**src/rtl/wdog_timer.sv**
```systemverilog
module wdog_timer #(
  parameter int ADDR_W      = 8,
  parameter int DIV_W       = 16,
  parameter int CNT_W       = 16,
  parameter int RST_CYCLES  = 16,
  parameter int DEF_DIV     = 1000,
  parameter int DEF_RELOAD  = 65535
) (
  input  logic              clk,
  input  logic              por_n,
  input  logic              sys_rst_n,
  input  logic              base_tick,
  input  logic              reg_req,
  input  logic              reg_we,
  input  logic [ADDR_W-1:0] reg_addr,
  input  logic [31:0]       reg_wdata,
  output logic [31:0]       reg_rdata,
  output logic              reg_ready,
  output logic              wdt_rst_out
);

  localparam int PW = $clog2(RST_CYCLES + 1);
  localparam logic [ADDR_W-1:0] OFS_CMD   = ADDR_W'('h00);
  localparam logic [ADDR_W-1:0] OFS_CAUSE = ADDR_W'('h04);
  localparam logic [ADDR_W-1:0] OFS_CTRL  = ADDR_W'('h20);
  localparam logic [ADDR_W-1:0] OFS_LOAD  = ADDR_W'('h24);
  localparam int EN_BIT    = 7;
  localparam int KICK_BIT  = 9;
  localparam int CAUSE_BIT = 1;
  localparam int DIV_LSB   = 16;

  logic             en_q;
  logic [DIV_W-1:0] div_q, pre_q, div_last;
  logic [CNT_W-1:0] load_q, cnt_q;
  logic [PW-1:0]    pulse_q;
  logic             cause_q;
  logic [31:0]      rd_mux;
  logic             tmr_rst;

  wire wr        = reg_req & reg_we;
  wire wr_cmd    = wr && (reg_addr == OFS_CMD);
  wire wr_cause  = wr && (reg_addr == OFS_CAUSE);
  wire wr_ctrl   = wr && (reg_addr == OFS_CTRL);
  wire wr_load   = wr && (reg_addr == OFS_LOAD);
  wire kick      = wr_cmd & reg_wdata[KICK_BIT];
  wire start     = wr_ctrl & reg_wdata[EN_BIT] & ~en_q;
  wire stop      = wr_ctrl & ~reg_wdata[EN_BIT];

  assign tmr_rst  = ~por_n | ~sys_rst_n;
  assign div_last = (div_q == '0) ? '0 : div_q - 1'b1;

  wire ptick = en_q & base_tick & (pre_q >= div_last);
  wire fire  = ptick & (cnt_q <= CNT_W'(1)) & ~kick & ~stop & sys_rst_n;

  assign wdt_rst_out = (pulse_q != '0);

  always_ff @(posedge clk) begin
    if (tmr_rst) begin
      en_q   <= 1'b0;
      div_q  <= DIV_W'(DEF_DIV);
      load_q <= CNT_W'(DEF_RELOAD);
    end else begin
      if (wr_ctrl) begin
        en_q  <= reg_wdata[EN_BIT];
        div_q <= reg_wdata[DIV_LSB +: DIV_W];
      end
      if (wr_load) load_q <= reg_wdata[CNT_W-1:0];
    end
  end

  always_ff @(posedge clk) begin
    if (tmr_rst) begin
      cnt_q <= CNT_W'(DEF_RELOAD);
      pre_q <= '0;
    end else begin
      if (kick || start || fire)
        cnt_q <= load_q;
      else if (ptick && !stop)
        cnt_q <= cnt_q - 1'b1;

      if (kick || start || stop || ptick)
        pre_q <= '0;
      else if (en_q && base_tick)
        pre_q <= pre_q + 1'b1;
    end
  end

  always_ff @(posedge clk) begin
    if (!por_n) begin
      pulse_q <= '0;
      cause_q <= 1'b0;
    end else begin
      if (fire)
        pulse_q <= PW'(RST_CYCLES);
      else if (pulse_q != '0)
        pulse_q <= pulse_q - 1'b1;

      if (fire)
        cause_q <= 1'b1;
      else if (wr_cause && reg_wdata[CAUSE_BIT])
        cause_q <= 1'b0;
    end
  end

  always_comb begin
    rd_mux = '0;
    case (reg_addr)
      OFS_CTRL: begin
        rd_mux[DIV_LSB +: DIV_W] = div_q;
        rd_mux[EN_BIT]           = en_q;
      end
      OFS_LOAD:  rd_mux[CNT_W-1:0] = load_q;
      OFS_CAUSE: rd_mux[CAUSE_BIT] = cause_q;
      default:   rd_mux = '0;
    endcase
  end

  always_ff @(posedge clk) begin
    if (tmr_rst) begin
      reg_ready <= 1'b0;
      reg_rdata <= '0;
    end else begin
      reg_ready <= reg_req;
      reg_rdata <= (reg_req && !reg_we) ? rd_mux : '0;
    end
  end

  a_r10_ready_follows: assert property (@(posedge clk) disable iff (tmr_rst)
    reg_req |=> reg_ready);

  a_r8_cause_on_pulse: assert property (@(posedge clk) disable iff (!por_n)
    $rose(wdt_rst_out) |-> cause_q);

  a_r6_quiet_when_off: assert property (@(posedge clk) disable iff (tmr_rst)
    (!en_q && !wdt_rst_out) |=> !wdt_rst_out);

  a_r7_pulse_holds: assert property (@(posedge clk) disable iff (!por_n)
    (wdt_rst_out && pulse_q > PW'(1)) |=> wdt_rst_out);

  a_r5_kick_reloads: assert property (@(posedge clk) disable iff (tmr_rst)
    kick |=> (cnt_q == $past(load_q)));

  a_r3_load_upper_zero: assert property (@(posedge clk) disable iff (tmr_rst)
    (reg_ready && $past(reg_addr) == OFS_LOAD) |-> ((reg_rdata >> CNT_W) == 32'd0));

endmodule

```
**config.mk**
```make
export PLATFORM = sky130hd
export DESIGN_NAME = wdog_timer
export DESIGN_NICKNAME = d
export VERILOG_FILES = /design/src/rtl/wdog_timer.sv
export SDC_FILE = /design/constraint.sdc
export NUM_CORES = 1
export LEC_CHECK = 0
export BUFFER_PORTS_ARGS = -buffer_cell sky130_fd_sc_hd__buf_4
export CAP_MARGIN = 10
export CELL_PAD_IN_SITES_DETAIL_PLACEMENT = 1
export CELL_PAD_IN_SITES_GLOBAL_PLACEMENT = 2
export CORE_ASPECT_RATIO = 1.1
export CORE_UTILIZATION = 30
export CTS_BUF_LIST = sky130_fd_sc_hd__clkbuf_8
export CTS_CLUSTER_SIZE = 8
export DETAILED_ROUTE_END_ITERATION = 12
export MAX_ROUTING_LAYER = met4
export PLACE_DENSITY = 0.74
export SYNTH_ARGS = -nofsm -noshare
export SYNTH_HDL_FRONTEND = slang
export SYNTH_SLANG_ARGS = --single-unit
```
**constraint.sdc**
```tcl
create_clock -name clk -period 5.3 [get_ports clk]
set_input_delay 1.59 -clock clk [delete_from_list [all_inputs] [get_ports clk]]
set_output_delay 1.59 -clock clk [all_outputs]
set_load 0.01 [all_outputs]
```
==> out/results.tsv, run 1 <==
stage	metric	value	unit
clocking	CTS max path bufs	2	
routing	Vias	4461	
power_and_ir_drop	overall power	1.49	mW
placement	gpl congestion	0.833	
cells_and_area	ratio of cells with drive above 1 in the final layout	0.164	
placement	IO buf count	79	
die	die area	17000	µm²
critical_path	critical-path cell list	or4_1 > nor4_1 > nand4b_1 > buf_4 > and2_1 > ha_1 > nand2b_1 > a2111o_1 > a311o_1 > nor2_4 > o31a_1 > a21oi_1 > o32a_1	
flow_run	MaxCap Viol Count	0	
die	Starting Density	0.311	
routing	drt initial violations	156	
die	core area	15900	µm²
timing	Achievable Freq	0.219	GHz
synth	Synth Register Bits	104	
clocking	latest clock arrival within the worst-skew pair	0.39	ns
global_routing	vias in the first global route	4820	
die	die span in y	136	µm
placement	dpl hpwl	10900	µm
routing	DRT Pass-1 Iters	4	
synth	ranking of synthesized cells by area	dfxtp_1, nand2_1, ha_1, and2_1, nand3_1	
clocking	TritonCTS clock tree	yes	
synth	cell taking the most area after synthesis	dfxtp_1	
power_and_ir_drop	leak pwr	2.35	nW
clocking	CTS sink count	104	
synth	yosys warns	0	
synth	Post-Syn Area	4930	µm²
clocking	postcts setup bufs	0	
synth	synth unique cells	57	
timing	RSZ-0062 raised after global routing	false	
synth	commonest cells in the netlist	nand2_1, dfxtp_1, nor2_1	
critical_path	Crit Path Class	reg -> reg	
timing	Setup Skew	0.0227	ns
synth	syn_nets	662	
clocking	hold_buf cts	0	
critical_path	crit path DAT	4.86	ns
synth	syn_area_per_cell	8.32	µm²
synth	area share of fa/ha/maj cells after synthesis	0.0583	
synth	post-synthesis compound-gate area fraction	0.122	
routing	Detailed Route WL	14600	µm
clocking	CTS Buf Count	9	
timing	Rel. slew slack	0.474	
synth	post-synthesis xor/xnor area fraction	0.0550	
timing	minimum clock period after layout	4.57	ns
synth	Post-Synth Simple-Gate Area	0.307	
clocking	Clock transition at path regs	0.12	ns
critical_path	Worst Setup End Kind	flop	
die	Rows	48	
synth	ys async rst share	0	
routing	wire length per cell	16.8	µm
global_routing	first-pass GRT wire length	24100	µm
critical_path	CP Buf/Inv Count	1	
critical_path	crit path max fanout	19	
synth	largest family of logic cells by synthesized area	simple AND/OR/NAND/NOR gates	
routing	vias per cell	5.12	
global_routing	initial antenna violation count	0	
hold_path	worst min-delay path category	reg -> reg	
die	total I/O pin count	80	
cells_and_area	final core utilization	0.374	
routing	DRC	0	
critical_path	Req. time, crit path	5.60	ns
synth	register area share after synthesis	0.422	
timing	Setup TNS Final	0	ns
synth	Post-synth top flop	dfxtp_1	
timing	Finish-stage setup viols	0	
synth	count leader, synth	nand2_1	
critical_path	Slowest cell on crit path	o31a_1	
global_routing	largest net degree at the start of global routing	33	
die	die width	124	µm
cells_and_area	Final nets	736	
cells_and_area	Syn-to-layout area delta	20.3	%
power_and_ir_drop	PwrDens	252	nW/µm²
synth	post-synth top area share	0.422	
clocking	CTS root buf	clkbuf_8	
timing	fin. max-slew vios	0	
critical_path	CP peak stage delay	0.70	ns
routing	DRT antenna net count	0	
status	status	complete, no violations	
critical_path	CP Launch Type	flop	
clocking	CTS-repair resized insts	0	
global_routing	total track usage	0.186	
synth	multiplexer share of the synthesized area	0.00203	
timing	Worst-Margin Slew	0.778	ns
global_routing	GRT Residual Overflow	0	
clocking	CTS H-tree lvls	3	
cells_and_area	ant diodes	0	
synth	number of flops mapped to enable cells by yosys	0	
timing	Final Cycle Share	0.862	
synth	Post-Syn Instances	593	
power_and_ir_drop	Max IR drop VDD	0.170	mV
critical_path	delay-heaviest family, CP	compound AO/OA/AOI/OAI gates	
timing	hold violation count in the final report	0	
-- flip-flops by register name, indices dropped and copies added, names as in the netlist --
register   cells
cause_q        1
cnt_q         16
div_q         16
en_q           1
load_q        16
pre_q         16
pulse_q        5
reg_rdata     32
reg_ready      1
-- per-layer routing --
metal	global-route usage	wire, µm	vias to the layer above
met3	0.0299	381	26
met5	-	0	-
met1	0.192	5910	2161
met4	0.0924	495	0
met2	0.343	7830	69
li1	-	-	2205
-- stage by stage --
stage                     setup WS [ns]  area, µm²  cells  hold slack [ns]
after floorplan                    1.53       4930    593            0.446
after global placement            0.912       5730    856            0.458
after CTS                         0.697       5930    872            0.482
after detailed placement          0.729       5730    856            0.465
final                             0.733       5930    872            0.480
after global routing              0.409       5930    872            0.517
-- layout make-up --
| type | instances | area [µm²] |
|---|---|---|
| fillers | 1913 | 9920 |
| multi-input cells | 450 | 2680 |
| flip-flops and latches | 104 | 2080 |
| repair buffers | 88 | 661 |
| well taps | 200 | 250 |
| clock buffers | 9 | 124 |
| clock inverters | 7 | 80.1 |
| inverters | 14 | 52.6 |
-- tightest hold or removal path, delay by kind of cell (launching register included) --
family | cells | cell delay (ns)
flops | 1 | 0.32
compound gates | 2 | 0.12
-- cell usage in the layout, fill, tap and decap left out, drive strengths merged, types with 9 or more instances in the layout --
| cell | instances |
|---|---|
| a21oi | 27 |
| and2 | 36 |
| buf | 88 |
| clkbuf | 9 |
| dfxtp | 104 |
| ha | 23 |
| inv | 18 |
| nand2 | 108 |
| nand3 | 39 |
| nand4 | 16 |
| nor2 | 48 |
| nor3 | 18 |
| nor4 | 11 |
| o21a | 9 |
| o21ai | 12 |
| or3 | 9 |
| xnor2 | 15 |
| xor2 | 16 |
-- power breakdown --
group | internal, mW | switching [mW] | total, mW
Clock | 0.189 | 0.327 | 0.515
Sequential | 0.801 | 0.0159 | 0.817
Combinational | 0.0794 | 0.0810 | 0.160
Total | 1.07 | 0.423 | 1.49
-- cells by family (layout without fill, tap and decap cells) --
logic type	Yosys count	in the layout
muxes	1	1
DFF	104	104
AOI/OAI and AO/OA	87	87
xor gates and xnor gates	31	31
adders and majority gates	23	23
buffers and inverters	39	118
and+or+nand+nor	308	308
-- worst paths after layout --
check	from	end	slack, ns	depth (start not counted)
setup / recovery	div_q[2]	cnt_q[5]	0.73	13
hold / removal	cause_q	cause_q	0.48	2
setup reg to reg	div_q[2]	cnt_q[5]	0.73	13
hold reg to reg	cause_q	cause_q	0.48	2
Power figures use the tool's default switching activity.
==> inputs of run 2 (changes only) <==
Settings changed: CELL_PAD_IN_SITES_DETAIL_PLACEMENT 1 to unset, CELL_PAD_IN_SITES_GLOBAL_PLACEMENT 2 to unset, PLACE_DENSITY 0.74 to 0.45.
==> run 2 against run 1 <==
Against the previous run: register-to-register slack got worse by 0.27 ns; first-iteration DRC count increased by 24%; die area unchanged; non-clock buffer count decreased by 3; clock skew decreased by 0.012 ns; core utilization decreased by 0.30 points; hold slack improved by 0.0017 ns; critical path depth decreased by 1; combinational power about the same; clock power decreased by 6.8%; flip-flop and latch count unchanged; final cell count decreased by 0.34%; largest cell class unchanged; largest power group unchanged.
==> out/results.tsv, run 2 (synthesized netlist as in run 1, its figures left out) <==
stage	metric	value	unit
clocking	CTS-repair resized insts	0	
timing	Final Cycle Share	0.912	
timing	hold violation count in the final report	0	
placement	Placed Instance Area	5710	µm²
clocking	hold_buf cts	0	
power_and_ir_drop	Max IR drop VDD	0.109	mV
cells_and_area	fin area	5880	µm²
timing	final setup margin	0.464	ns
routing	Vias	4373	
power_and_ir_drop	overall power	1.45	mW
die	total I/O pin count	80	
routing	drt initial violations	193	
placement	Place WS	0.487	ns
routing	Detailed Route WL	13600	µm
critical_path	Crit Path Class	reg -> reg	
critical_path	crit path max fanout	21	
timing	minimum clock period after layout	4.84	ns
clocking	CTS root buf	clkbuf_8	
cells_and_area	max FFs per register	32	
global_routing	largest net degree at the start of global routing	32	
clocking	TritonCTS clock tree	yes	
clocking	latest clock arrival within the worst-skew pair	0.39	ns
routing	DRT antenna net count	0	
clocking	postcts setup bufs	0	
cells_and_area	non-filler cells, final	869	
timing	Worst-Margin Slew	0.885	ns
cells_and_area	ratio of cells with drive above 1 in the final layout	0.158	
global_routing	initial antenna violation count	0	
global_routing	GR met1 Demand/Resource	0.180	
die	Rows	48	
clocking	CTS max path bufs	2	
timing	Finish-stage setup viols	0	
timing	RSZ-0062 raised after global routing	false	
hold_path	worst min-delay path category	reg -> reg	
cells_and_area	most common cell after layout, fill and taps aside	nand2_1	
die	Starting Density	0.311	
status	status	complete, no violations	
routing	DRT Pass-1 Iters	4	
placement	IO buf count	79	
clocking	CTS H-tree lvls	3	
critical_path	CP Launch Type	flop	
placement	Placed Cells	853	
global_routing	vias in the first global route	4133	
power_and_ir_drop	switch share	0.272	
power_and_ir_drop	leak pwr	2.33	nW
placement	gpl congestion	0.834	
timing	Setup Skew	0.0105	ns
die	core area	15900	µm²
clocking	CTS sink count	104	
die	die span in y	136	µm
clocking	CTS Buf Count	9	
cells_and_area	Syn-to-layout area delta	19.3	%
global_routing	GRT Residual Overflow	0	
routing	DRC	0	
timing	Hold Worst Slack	0.482	ns
global_routing	first-pass GRT wire length	21400	µm
global_routing	busiest grt layer	met2	
cells_and_area	Final nets	733	
power_and_ir_drop	Combinational Power Share	0.109	
cells_and_area	most frequent cells in the layout	nand2_1, dfxtp_1, buf_4, nor2_1, nand3_1	
timing	Achievable Freq	0.207	GHz
global_routing	met2 GRT Util	0.297	
critical_path	Req. time, crit path	5.59	ns
die	die area	17000	µm²
timing	Rel. slew slack	0.408	
critical_path	crit path DAT	5.13	ns
power_and_ir_drop	Clk network pwr share	0.330	
placement	dpl hpwl	10200	µm
power_and_ir_drop	cell internal pwr	1.06	mW
routing	vias per cell	5.03	
timing	Setup TNS Final	0	ns
cells_and_area	Biggest register	reg_rdata	
power_and_ir_drop	PwrDens	247	nW/µm²
flow_run	MaxCap Viol Count	0	
cells_and_area	final core utilization	0.371	
global_routing	met3 usage	0.0264	
timing	fin. max-slew vios	0	
routing	wire length per cell	15.7	µm
global_routing	total track usage	0.166	
critical_path	Worst Setup End Kind	flop	
cells_and_area	ant diodes	0	
clocking	Clock transition at path regs	0.11	ns
die	die width	124	µm
power_and_ir_drop	Sw Pwr	0.395	mW
power_and_ir_drop	sequential power share	0.561	
run 2: cell types whose count changed in the layout (fill, tap and decap cells not counted), sizes merged:
cell | before | now
inv | 18 | 19
buf | 88 | 85
clkinvlp | 1 | 0
run 2: layout make-up:
cell class	count	area, µm²
multi-input combinational	450	2680
timing repair buffer	85	638
inverter	14	52.6
fill	1667	9970
sequential	104	2080
clock inverter	7	55.1
clock buffer	9	124
tap	200	250
run 2: layer usage:
layer,vias up,wire length (µm)
met1,2047,5760
met4,0,384
met5,-,0
li1,2216,-
met2,86,7050
met3,24,443
run 2: path summary, 6_finish.rpt:
| check | from | slack (ns) | depth (start not counted) | to |
|---|---|---|---|---|
| worst max-delay path | div_q[2] | 0.46 | 12 | cnt_q[8] |
| worst min-delay path | cause_q | 0.48 | 2 | cause_q |
| worst max register to register | div_q[2] | 0.46 | 12 | cnt_q[8] |
| worst min register to register | cause_q | 0.48 | 2 | cause_q |
run 2: worst max-delay path: stages (launching register included):
cell and delay, ns:
dfxtp_1 0.37, or4_1 0.56, nor4_1 0.37, nand4b_1 0.52, and2_1 0.36, ha_1 0.26
nand2b_1 0.13, a2111o_1 0.39, a311o_1 0.33, nor2_4 0.25, o31a_1 0.72, a21oi_1 0.15
o32a_1 0.31
run 2: power groups by stage:
stage	Clock [mW]	Combinational, mW	Sequential [mW]
after floorplan	0	0.0997	0.830
after global placement	0	0.156	0.833
after detailed placement	0	0.160	0.833
after CTS	0.501	0.161	0.815
after global routing	0.524	0.176	0.817
final	0.480	0.159	0.815
